## src/rtl/irq_pkg.sv

```systemverilog
package irq_pkg;
  typedef enum logic [1:0] {
    REG_PEND = 2'd0,
    REG_ANDM = 2'd1,
    REG_ENAB = 2'd2,
    REG_LEVL = 2'd3
  } reg_sel_e;

  localparam logic [1:0] LVL_OFF = 2'd0;
  localparam int NUM_LEVELS = 3;
endpackage

```

## src/rtl/irq_first_set.sv

```systemverilog
module irq_first_set #(
  parameter int W  = 16,
  parameter int IW = 4
) (
  input  logic [W-1:0]  vec,
  output logic          hit,
  output logic [IW-1:0] idx
);
  always_comb begin
    hit = |vec;
    idx = '0;
    for (int i = W - 1; i >= 0; i--) begin
      if (vec[i]) idx = IW'(i);
    end
  end
endmodule

```

## src/rtl/irq_state_regs.sv

```systemverilog
module irq_state_regs
  import irq_pkg::*;
#(
  parameter int NUM_SRC = 16,
  parameter int NUM_NMI = 3,
  parameter int IW      = 4
) (
  input  logic                 clk,
  input  logic                 rst_n,
  input  logic [NUM_SRC-1:0]   src_pulse,
  input  logic [NUM_NMI-1:0]   nmi_pulse,
  input  logic                 ack_fire,
  input  logic                 ack_nmi,
  input  logic [IW-1:0]        ack_idx,
  input  logic                 reg_wr,
  input  logic [1:0]           reg_addr,
  input  logic [2*NUM_SRC-1:0] reg_wdata,
  output logic [NUM_SRC-1:0]   pend_q,
  output logic [NUM_NMI-1:0]   nmi_q,
  output logic [NUM_SRC-1:0]   en_q,
  output logic [2*NUM_SRC-1:0] lvl_q,
  output logic [NUM_SRC-1:0]   pend_d,
  output logic [NUM_NMI-1:0]   nmi_d,
  output logic [NUM_SRC-1:0]   en_d,
  output logic [2*NUM_SRC-1:0] lvl_d
);
  reg_sel_e sel;
  logic [NUM_SRC-1:0] sw_pend;
  logic [NUM_SRC-1:0] ack_src_mask;
  logic [NUM_NMI-1:0] ack_nmi_mask;

  assign sel = reg_sel_e'(reg_addr);

  always_comb begin
    ack_src_mask = '0;
    ack_nmi_mask = '0;
    for (int i = 0; i < NUM_SRC; i++)
      if (ack_fire && !ack_nmi && ack_idx == IW'(i)) ack_src_mask[i] = 1'b1;
    for (int j = 0; j < NUM_NMI; j++)
      if (ack_fire && ack_nmi && ack_idx == IW'(j)) ack_nmi_mask[j] = 1'b1;
  end

  // software first, then acknowledge, then hardware set (set always wins)
  always_comb begin
    sw_pend = pend_q;
    if (reg_wr && sel == REG_PEND) sw_pend = reg_wdata[NUM_SRC-1:0];
    if (reg_wr && sel == REG_ANDM) sw_pend = pend_q & reg_wdata[NUM_SRC-1:0];
    pend_d = (sw_pend & ~ack_src_mask) | src_pulse;
    nmi_d  = (nmi_q & ~ack_nmi_mask) | nmi_pulse;
    en_d   = (reg_wr && sel == REG_ENAB) ? reg_wdata[NUM_SRC-1:0] : en_q;
    lvl_d  = (reg_wr && sel == REG_LEVL) ? reg_wdata : lvl_q;
  end

  always_ff @(posedge clk) begin
    if (!rst_n) begin
      pend_q <= '0;
      nmi_q  <= '0;
      en_q   <= '0;
      lvl_q  <= '0;
    end else begin
      pend_q <= pend_d;
      nmi_q  <= nmi_d;
      en_q   <= en_d;
      lvl_q  <= lvl_d;
    end
  end

  assert_pulse_latch_R1: assert property (@(posedge clk) disable iff (!rst_n)
    (|src_pulse) |=> ((pend_q & $past(src_pulse)) == $past(src_pulse)));

  assert_nmi_latch_R5: assert property (@(posedge clk) disable iff (!rst_n)
    (|nmi_pulse) |=> ((nmi_q & $past(nmi_pulse)) == $past(nmi_pulse)));
endmodule

```

## src/rtl/irq_arbiter.sv

```systemverilog
module irq_arbiter
  import irq_pkg::*;
#(
  parameter int NUM_SRC = 16,
  parameter int NUM_NMI = 3,
  parameter int IW      = 4
) (
  input  logic [NUM_SRC-1:0]   pend,
  input  logic [NUM_NMI-1:0]   nmi,
  input  logic [NUM_SRC-1:0]   en,
  input  logic [2*NUM_SRC-1:0] lvl,
  output logic                 win_valid,
  output logic                 win_nmi,
  output logic [IW-1:0]        win_idx
);
  logic [NUM_LEVELS:1] lvl_hit;
  logic [IW-1:0]       lvl_idx [1:NUM_LEVELS];
  logic                nmi_hit;
  logic [IW-1:0]       nmi_idx;

  for (genvar L = 1; L <= NUM_LEVELS; L++) begin : g_level
    logic [NUM_SRC-1:0] bank;
    always_comb begin
      for (int i = 0; i < NUM_SRC; i++)
        bank[i] = pend[i] & en[i] & (lvl[2*i +: 2] == 2'(L));
    end
    irq_first_set #(.W(NUM_SRC), .IW(IW)) u_pick (
      .vec (bank),
      .hit (lvl_hit[L]),
      .idx (lvl_idx[L])
    );
  end

  irq_first_set #(.W(NUM_NMI), .IW(IW)) u_nmi_pick (
    .vec (nmi),
    .hit (nmi_hit),
    .idx (nmi_idx)
  );

  always_comb begin
    win_valid = 1'b0;
    win_nmi   = 1'b0;
    win_idx   = '0;
    if (nmi_hit) begin
      win_valid = 1'b1;
      win_nmi   = 1'b1;
      win_idx   = nmi_idx;
    end else begin
      for (int L = 1; L <= NUM_LEVELS; L++) begin
        if (lvl_hit[L]) begin
          win_valid = 1'b1;
          win_idx   = lvl_idx[L];
        end
      end
    end
  end
endmodule

```

## src/rtl/irq_prio_ctrl.sv

```systemverilog
module irq_prio_ctrl
  import irq_pkg::*;
#(
  parameter int NUM_SRC = 16,
  parameter int NUM_NMI = 3,
  localparam int MAXN  = (NUM_SRC > NUM_NMI) ? NUM_SRC : NUM_NMI,
  localparam int IDX_W = (MAXN > 1) ? $clog2(MAXN) : 1,
  localparam int DW    = 2 * NUM_SRC
) (
  input  logic               clk,
  input  logic               rst_n,
  input  logic [NUM_SRC-1:0] src_pulse,
  input  logic [NUM_NMI-1:0] nmi_pulse,
  output logic               irq_valid,
  output logic               irq_nmi,
  output logic [IDX_W-1:0]   irq_index,
  input  logic               irq_ready,
  input  logic               reg_wr,
  input  logic [1:0]         reg_addr,
  input  logic [DW-1:0]      reg_wdata,
  output logic [DW-1:0]      reg_rdata
);
  logic [NUM_SRC-1:0] pend_q, pend_d, en_q, en_d;
  logic [NUM_NMI-1:0] nmi_q, nmi_d;
  logic [DW-1:0]      lvl_q, lvl_d;
  logic               ack_fire;
  logic               win_valid, win_nmi;
  logic [IDX_W-1:0]   win_idx;

  assign ack_fire = irq_valid & irq_ready;

  irq_state_regs #(.NUM_SRC(NUM_SRC), .NUM_NMI(NUM_NMI), .IW(IDX_W)) u_state (
    .clk       (clk),
    .rst_n     (rst_n),
    .src_pulse (src_pulse),
    .nmi_pulse (nmi_pulse),
    .ack_fire  (ack_fire),
    .ack_nmi   (irq_nmi),
    .ack_idx   (irq_index),
    .reg_wr    (reg_wr),
    .reg_addr  (reg_addr),
    .reg_wdata (reg_wdata),
    .pend_q    (pend_q),
    .nmi_q     (nmi_q),
    .en_q      (en_q),
    .lvl_q     (lvl_q),
    .pend_d    (pend_d),
    .nmi_d     (nmi_d),
    .en_d      (en_d),
    .lvl_d     (lvl_d)
  );

  // arbitrate on next state so the registered output matches the state after the edge
  irq_arbiter #(.NUM_SRC(NUM_SRC), .NUM_NMI(NUM_NMI), .IW(IDX_W)) u_arb (
    .pend      (pend_d),
    .nmi       (nmi_d),
    .en        (en_d),
    .lvl       (lvl_d),
    .win_valid (win_valid),
    .win_nmi   (win_nmi),
    .win_idx   (win_idx)
  );

  always_ff @(posedge clk) begin
    if (!rst_n) begin
      irq_valid <= 1'b0;
      irq_nmi   <= 1'b0;
      irq_index <= '0;
    end else begin
      irq_valid <= win_valid;
      irq_nmi   <= win_nmi;
      irq_index <= win_idx;
    end
  end

  always_comb begin
    unique case (reg_sel_e'(reg_addr))
      REG_PEND, REG_ANDM: reg_rdata = DW'(pend_q);
      REG_ENAB:           reg_rdata = DW'(en_q);
      default:            reg_rdata = lvl_q;
    endcase
  end

  assert_nmi_first_R5: assert property (@(posedge clk) disable iff (!rst_n)
    (|nmi_q) |-> (irq_valid && irq_nmi));

  assert_served_eligible_R2: assert property (@(posedge clk) disable iff (!rst_n)
    (irq_valid && !irq_nmi) |-> (pend_q[irq_index] && en_q[irq_index]
                                 && lvl_q[2*irq_index +: 2] != LVL_OFF));

  assert_ack_clears_R6: assert property (@(posedge clk) disable iff (!rst_n)
    (ack_fire && !irq_nmi && !src_pulse[irq_index]
     && !(reg_wr && reg_addr == REG_PEND)) |=> !pend_q[$past(irq_index)]);

  assert_pulse_beats_ack_R10: assert property (@(posedge clk) disable iff (!rst_n)
    (ack_fire && !irq_nmi && src_pulse[irq_index]) |=> pend_q[$past(irq_index)]);

  assert_idle_no_valid_R6: assert property (@(posedge clk) disable iff (!rst_n)
    (pend_q == '0 && nmi_q == '0) |-> !irq_valid);
endmodule

```

## config.mk

```make
export PLATFORM = sky130hd
export DESIGN_NAME = irq_prio_ctrl
export DESIGN_NICKNAME = d
export VERILOG_FILES = /design/src/rtl/irq_pkg.sv /design/src/rtl/irq_first_set.sv /design/src/rtl/irq_state_regs.sv /design/src/rtl/irq_arbiter.sv /design/src/rtl/irq_prio_ctrl.sv
export SDC_FILE = /design/constraint.sdc
export NUM_CORES = 1
export LEC_CHECK = 0
export BUFFER_PORTS_ARGS = -buffer_cell sky130_fd_sc_hd__buf_2
export CAP_MARGIN = 20
export CORE_UTILIZATION = 30
export DETAILED_ROUTE_END_ITERATION = 10
export PLACE_DENSITY = 0.58
export SLEW_MARGIN = 20
export SYNTH_ARGS = -nofsm -noshare
export SYNTH_HDL_FRONTEND = slang
export SYNTH_SLANG_ARGS = --single-unit
```

## constraint.sdc

```tcl
create_clock -name clk -period 5.55 [get_ports clk]
set_input_delay 0.555 -clock clk [delete_from_list [all_inputs] [get_ports clk]]
set_output_delay 0.555 -clock clk [all_outputs]
set_load 0.05 [all_outputs]
```

-- Word-level counts from Yosys, hierarchy flattened
Index checks and enable logic that the tools add are counted.
- register bits after elaboration: 73
- output and inout bits: 38
- word-level logic and storage cells: 262
- equality and inequality tests: 66
- muxes and demuxes: 84
- bitwise operators: 72
- reductions and logical operators: 33
- operators with widths (kind ; number):
    4-bit 2-to-1 mux ; 54
    2-bit == test (second input constant) ; 34
    1-bit bitwise AND ; 65
    32-bit one-hot mux with 2 select lines ; 1
    16-bit 2-to-1 mux ; 3
    16-bit OR reduction ; 3
    2-bit by 1-bit == test with 1-bit output (second input constant) ; 17
    16-bit bitwise AND ; 2
    4-bit == test (second input constant) ; 8
    32-bit 2-to-1 mux ; 1
    1-bit logical AND ; 25
    1-bit 2-to-1 mux ; 24
    4-bit by 3-bit == test with 1-bit output (second input constant) ; 4
    16-bit NOT ; 1
    16-bit OR ; 1
    4-bit by 2-bit == test with 1-bit output (second input constant) ; 2
    4-bit by 1-bit == test with 1-bit output (second input constant) ; 1
    4-bit zero test ; 1
    3-bit bitwise AND ; 1
    3-bit NOT ; 1
    3-bit OR ; 1
    3-bit OR reduction ; 1
    2-bit zero test ; 1
    2-bit 2-to-1 mux ; 1
    2 further kinds ; 2

-- Logic depth before layout (Yosys ltp)
- depth after elaboration: 29
- gate-level depth with buffers: 13
- gate-level depth less buffers: 8

-- Cells and area by module
Synthesis repeated with hierarchy kept, for this count alone.
- cell total of the unflattened synthesis: 609
- area, all modules: 4882.2 um^2
- modules (own cells, without submodules) (module ; instances ; cells each ; area an instance (um^2)):
    irq_state_regs ; 1 ; 297 ; 3153.0
    irq_prio_ctrl ; 1 ; 86 ; 636.9
    irq_first_set (u_arb.g_level[1].u_pick ...) ; 3 ; 34 ; 176.4
    irq_arbiter ; 1 ; 118 ; 524.3
    irq_first_set (u_arb.u_nmi_pick) ; 1 ; 6 ; 38.8

-- Worst setup path after synthesis
Ideal clock, no wire load.
- kind: reg2reg
- from: register irq_valid
- to: register irq_index[0]
- library setup time: 0.062 ns
- data arrival time: 2.822 ns
- data required time: 5.488 ns
- path slack: 2.666 ns
- cell stages (with the launch flop): 9
- clock period less this slack: 2.884 ns
- path through: dfxtp_1 nand3b_4 or4_4 nand4_2 o22ai_2 nand2b_4 or4_4 a2111o_1 nand3_1
- word-level cells in the longest chain between the ends: 29
- elaborated cells on any way between the ends: 169
- those cells by class: mux (73); bitwise (71); reduce/logical (25)
- ends and longest elaborated chain (item ; RTL line ; source):
    start, declared ; irq_prio_ctrl.sv:14 ; output logic irq_valid,
    start signal, assigned ; irq_prio_ctrl.sv:70 ; irq_valid <= win_valid;
    1-bit bitwise AND (*) ; irq_prio_ctrl.sv:30 ; assign ack_fire = irq_valid & irq_ready;
    1-bit logical AND (2 in a row) ; irq_state_regs.sv:38 ; if (ack_fire && !ack_nmi && ack_idx == IW'(i)) ack_src_mask[i] = 1'b1;
    1-bit 2-to-1 mux ; irq_state_regs.sv:38 ;
    16-bit NOT ; irq_state_regs.sv:48 ; pend_d = (sw_pend & ~ack_src_mask) | src_pulse;
    16-bit bitwise AND ; irq_state_regs.sv:48 ;
    16-bit OR ; irq_state_regs.sv:48 ;
    1-bit bitwise AND (2 in a row) ; irq_arbiter.sv:25 ; bank[i] = pend[i] & en[i] & (lvl[2*i +: 2] == 2'(L));
    4-bit 2-to-1 mux (16 in a row) ; irq_first_set.sv:13 ; if (vec[i]) idx = IW'(i);
    4-bit 2-to-1 mux (3 in a row) ; irq_arbiter.sv:50 ; if (lvl_hit[L]) begin
    4-bit 2-to-1 mux (*) ; irq_arbiter.sv:44 ; if (nmi_hit) begin
    end signal, assigned ; irq_prio_ctrl.sv:72 ; irq_index <= win_idx;
    end, declared ; irq_prio_ctrl.sv:16 ; output logic [IDX_W-1:0] irq_index,
Every way passes the cells marked *; elsewhere a longest branch is shown, timed or not.
A chain may end at the register's enable or synchronous reset.

-- Worst setup path in the final report
- from: input port reg_addr[1]
- to: register irq_index[1]
- word-level cells in the longest chain between the ends: 28
- elaborated cells on any way between the ends: 181
- those cells by class: eq/ne (51); mux (56); bitwise (66); reduce/logical (8)
- ends and longest elaborated chain (item ; RTL line ; source):
    start, declared ; irq_prio_ctrl.sv:19 ; input logic [1:0] reg_addr,
    2-bit zero test ; irq_state_regs.sv:46 ; if (reg_wr && sel == REG_PEND) sw_pend = reg_wdata[NUM_SRC-1:0];
    1-bit logical AND ; irq_state_regs.sv:46 ;
    16-bit 2-to-1 mux ; irq_state_regs.sv:46 ;
    16-bit 2-to-1 mux ; irq_state_regs.sv:47 ; if (reg_wr && sel == REG_ANDM) sw_pend = pend_q & reg_wdata[NUM_SRC-1:0];
    16-bit bitwise AND ; irq_state_regs.sv:48 ;
    16-bit OR ; irq_state_regs.sv:48 ;
    1-bit bitwise AND (2 in a row) ; irq_arbiter.sv:25 ;
    4-bit 2-to-1 mux (16 in a row) ; irq_first_set.sv:13 ;
    4-bit 2-to-1 mux (2 in a row) ; irq_arbiter.sv:50 ;
    4-bit 2-to-1 mux (*) ; irq_arbiter.sv:50 ;
    4-bit 2-to-1 mux (*) ; irq_arbiter.sv:44 ;
Marked as above.

==> flow_summary.toml <==
[power]
seqPwrFrac = 0.404
finalPower_mw = 1.40
power_leakage_nw = 2.72
ir_drop_mv = 0.143
p_sw_frac = 0.308
internal_power_mw = 0.972
clockPowerShare = 0.394
combPwrFrac = 0.202
power_density_nw_per_um2 = 226
power.switching_mw = 0.432

[min_path]
whs_path_depth = 3
hold_path_class = "in2reg"

[yosys]
synth_top_cell_by_area = "dfxtp_1"
yosysTopAreaCellShare = 0.274
seq_area_frac_synth = 0.274
synth_area_um2 = 5330
synth.area.top_cells = "dfxtp_1 (27%), mux2i_1 (12%), nor2_1 (4.7%)"
synth_cell_types = 94
synth_cells = 626
synth_nets = 683
synth_warnings = 0
syn_area_per_cell_um2 = 8.52
synth-main-ff-cell = "dfxtp_1"
synth-async-reset-ratio = 0
synth_edf_count = 0
ys_ff_latch = 73

[cts]
cts_resized = 0
clockBufferDepth = 2
clock-sinks = 73
hold_buffers = 0
cts-htree-levels = 3
clk-insertion-delay-late_ps = 350
post_cts_buffers = 0
cts_tree = "built"
cts_root_buf = "clkbuf_16"
path_clk_slew_ps = 60
cts_buffers = 9

[critical_path]
max_stage_delay_ps = 700
cp-start-kind = "input port"
cp_max_fo = 55
cpMaxStageDelayCell = "buf_2"
cp.required_ps = 5790
criticalPathCategory = "in2reg"
worst-r2r-cell-count = 8
rrSetupSlack_ps = 2340
path_cells = "buf_2 -> nand3_2 -> buf_4 -> mux2i_1 -> nor4_1 -> o2bb2a_1 -> and4_4 -> nand2_2 -> o31ai_1 -> o31a_1"
cp-end-kind = "flip-flop"
worstPathArrival_ps = 4170

[floorplan]
die_area_um2 = 18300
rows = 48
start_util = 0.307
floorplan.die.width_um = 135
io_pins = 95
fp.dieH_um = 135
core_um2 = 17400

[sta]
max_freq_mhz = 254
setup_violations = 0
worst_pin_slew_ps = 940
maxSlewHeadroom = 0.374
fin_crit_sh = 0.708
finClkSkew_ps = 5.21
rsz0062_at_grt = "no"
drv_slew = 0
hold_viol = 0
tns_ps = 0
period_minus_slack_ps = 3930

[grt]
grtUsageTotal = 0.198
grt_antenna_before_repair = 0
grt_max_degree = 57
grt_pass1_vias = 4802
grt_overflow_total = 0
grt_pass1_wl_um = 27300

[final_layout]
diodes = 0
post-route-util = 0.357
nNetsFinal = 763
area.growth.synth_to_final_pct = 16.2
drive_above_1_share = 0.270
final_cells = 936

[route]
vias_per_cell = 5.33
drt_iter0_markers = 312
route.vias.total = 4988
wl_per_cell_um = 18.8
drc = 0
ant_nets = 0
drt-pass1-iter-count = 4
wirelength_um = 17600

[place]
place_inst = 920
portBuffers = 94
hpwl_um = 13300
gp_congestion = 0.895

[flow_run]
max_cap_violations = 0

[status]
status = "complete, no violations"
[cell usage after synthesis (4+ instances only)]
cell type,count
or2_2,14
mux2i_1,64
a211oi_1,4
mux2_2,12
a21oi_1,28
o21ai_0,11
a21boi_0,6
mux2i_2,4
clkbuf_1,16
inv_1,7
nand2_1,53
o32ai_1,11
nor4_2,4
nand4_1,15
a22oi_1,7
or4_1,13
dfxtp_1,73
nand3b_1,4
and2_1,13
or4_4,5
nor4_1,18
nor2_1,67
nor2b_1,22
nand2b_1,18
buf_6,7
o211ai_1,7
o32a_1,4
and3_1,23
nor3_1,10
[final timing paths]
| path | to | from |
|---|---|---|
| worst max-delay path | irq_index[1] | reg_addr[1] |
| worst min-delay path | u_state.lvl_q[27] | reg_wdata[27] |
| worst max register to register | irq_index[0] | irq_index[2] |
| worst min register to register | u_state.lvl_q[31] | u_state.lvl_q[31] |
[power by group through the flow]
stage | registers (mW) | clock network [mW] | logic, mW
finish | 0.566 | 0.553 | 0.284
CTS | 0.566 | 0.562 | 0.284
global route | 0.570 | 0.586 | 0.306
global placement | 0.577 | 0 | 0.283
floorplan | 0.579 | 0 | 0.193
detailed placement | 0.578 | 0 | 0.283
[worst max-delay path, delay by kind of cell]
kind                   cells  cell delay, ps
and+or+nand+nor            4            1530
buffers and inverters      2            1130
AOI/OAI and AO/OA          3             680
muxes                      1             230
[per-layer routing]
layer,vias to the layer above,wire (µm),track usage
met3,24,755,0.0423
met1,2323,8300,0.264
met2,123,8230,0.321
met4,0,324,0.0549
li1,2518,-,-
met5,-,0,0
[final cells by class]
class | instances | area, µm²
Sequential cell | 73 | 1460
Tap cell | 225 | 282
Clock buffer | 13 | 260
Inverter | 7 | 26.3
Multi-Input combinational cell | 515 | 3640
Timing Repair Buffer | 100 | 515
Fill cell | 1849 | 11200
Clock inverter | 3 | 15.0
[cell usage in the layout (no fill, tap or decap), types with 10 or more instances in the layout]
master,instances
and2_1,13
nor3_1,10
nand2b_1,18
a21oi_1,28
nand4_1,15
o21ai_0,11
or4_1,13
dfxtp_1,73
mux2i_1,64
o32ai_1,11
nor2b_1,22
nand2_1,53
and3_1,23
nor2_1,67
nor4_1,18
mux2_2,12
or2_2,14
buf_2,94
[cells by family (layout without fill, tap and decap cells)]
family,Yosys count,in the layout,share of synthesized area
and+or+nand+nor,323,323,0.365
DFF,73,73,0.274
muxes,83,83,0.165
buffers and inverters,38,123,0.0439
AOI/OAI and AO/OA,109,109,0.152
[metrics by stage]
stage               hold slack (ps)  setup slack (ps)  area, µm²
floorplan                       463              2670       5330
global placement                488              1260       5920
detailed placement              490              1250       5920
CTS                             459              1630       6200
global route                    475              1390       6200
finish                          468              1620       6200
[sequential cells by signal, indices dropped and copies added (netlist names)]
name,flops
irq_index,4
u_state.lvl_q,32
u_state.en_q,16
irq_nmi,1
u_state.pend_q,16
u_state.nmi_q,3
irq_valid,1
Note: power is estimated with default switching activity, not from simulation.
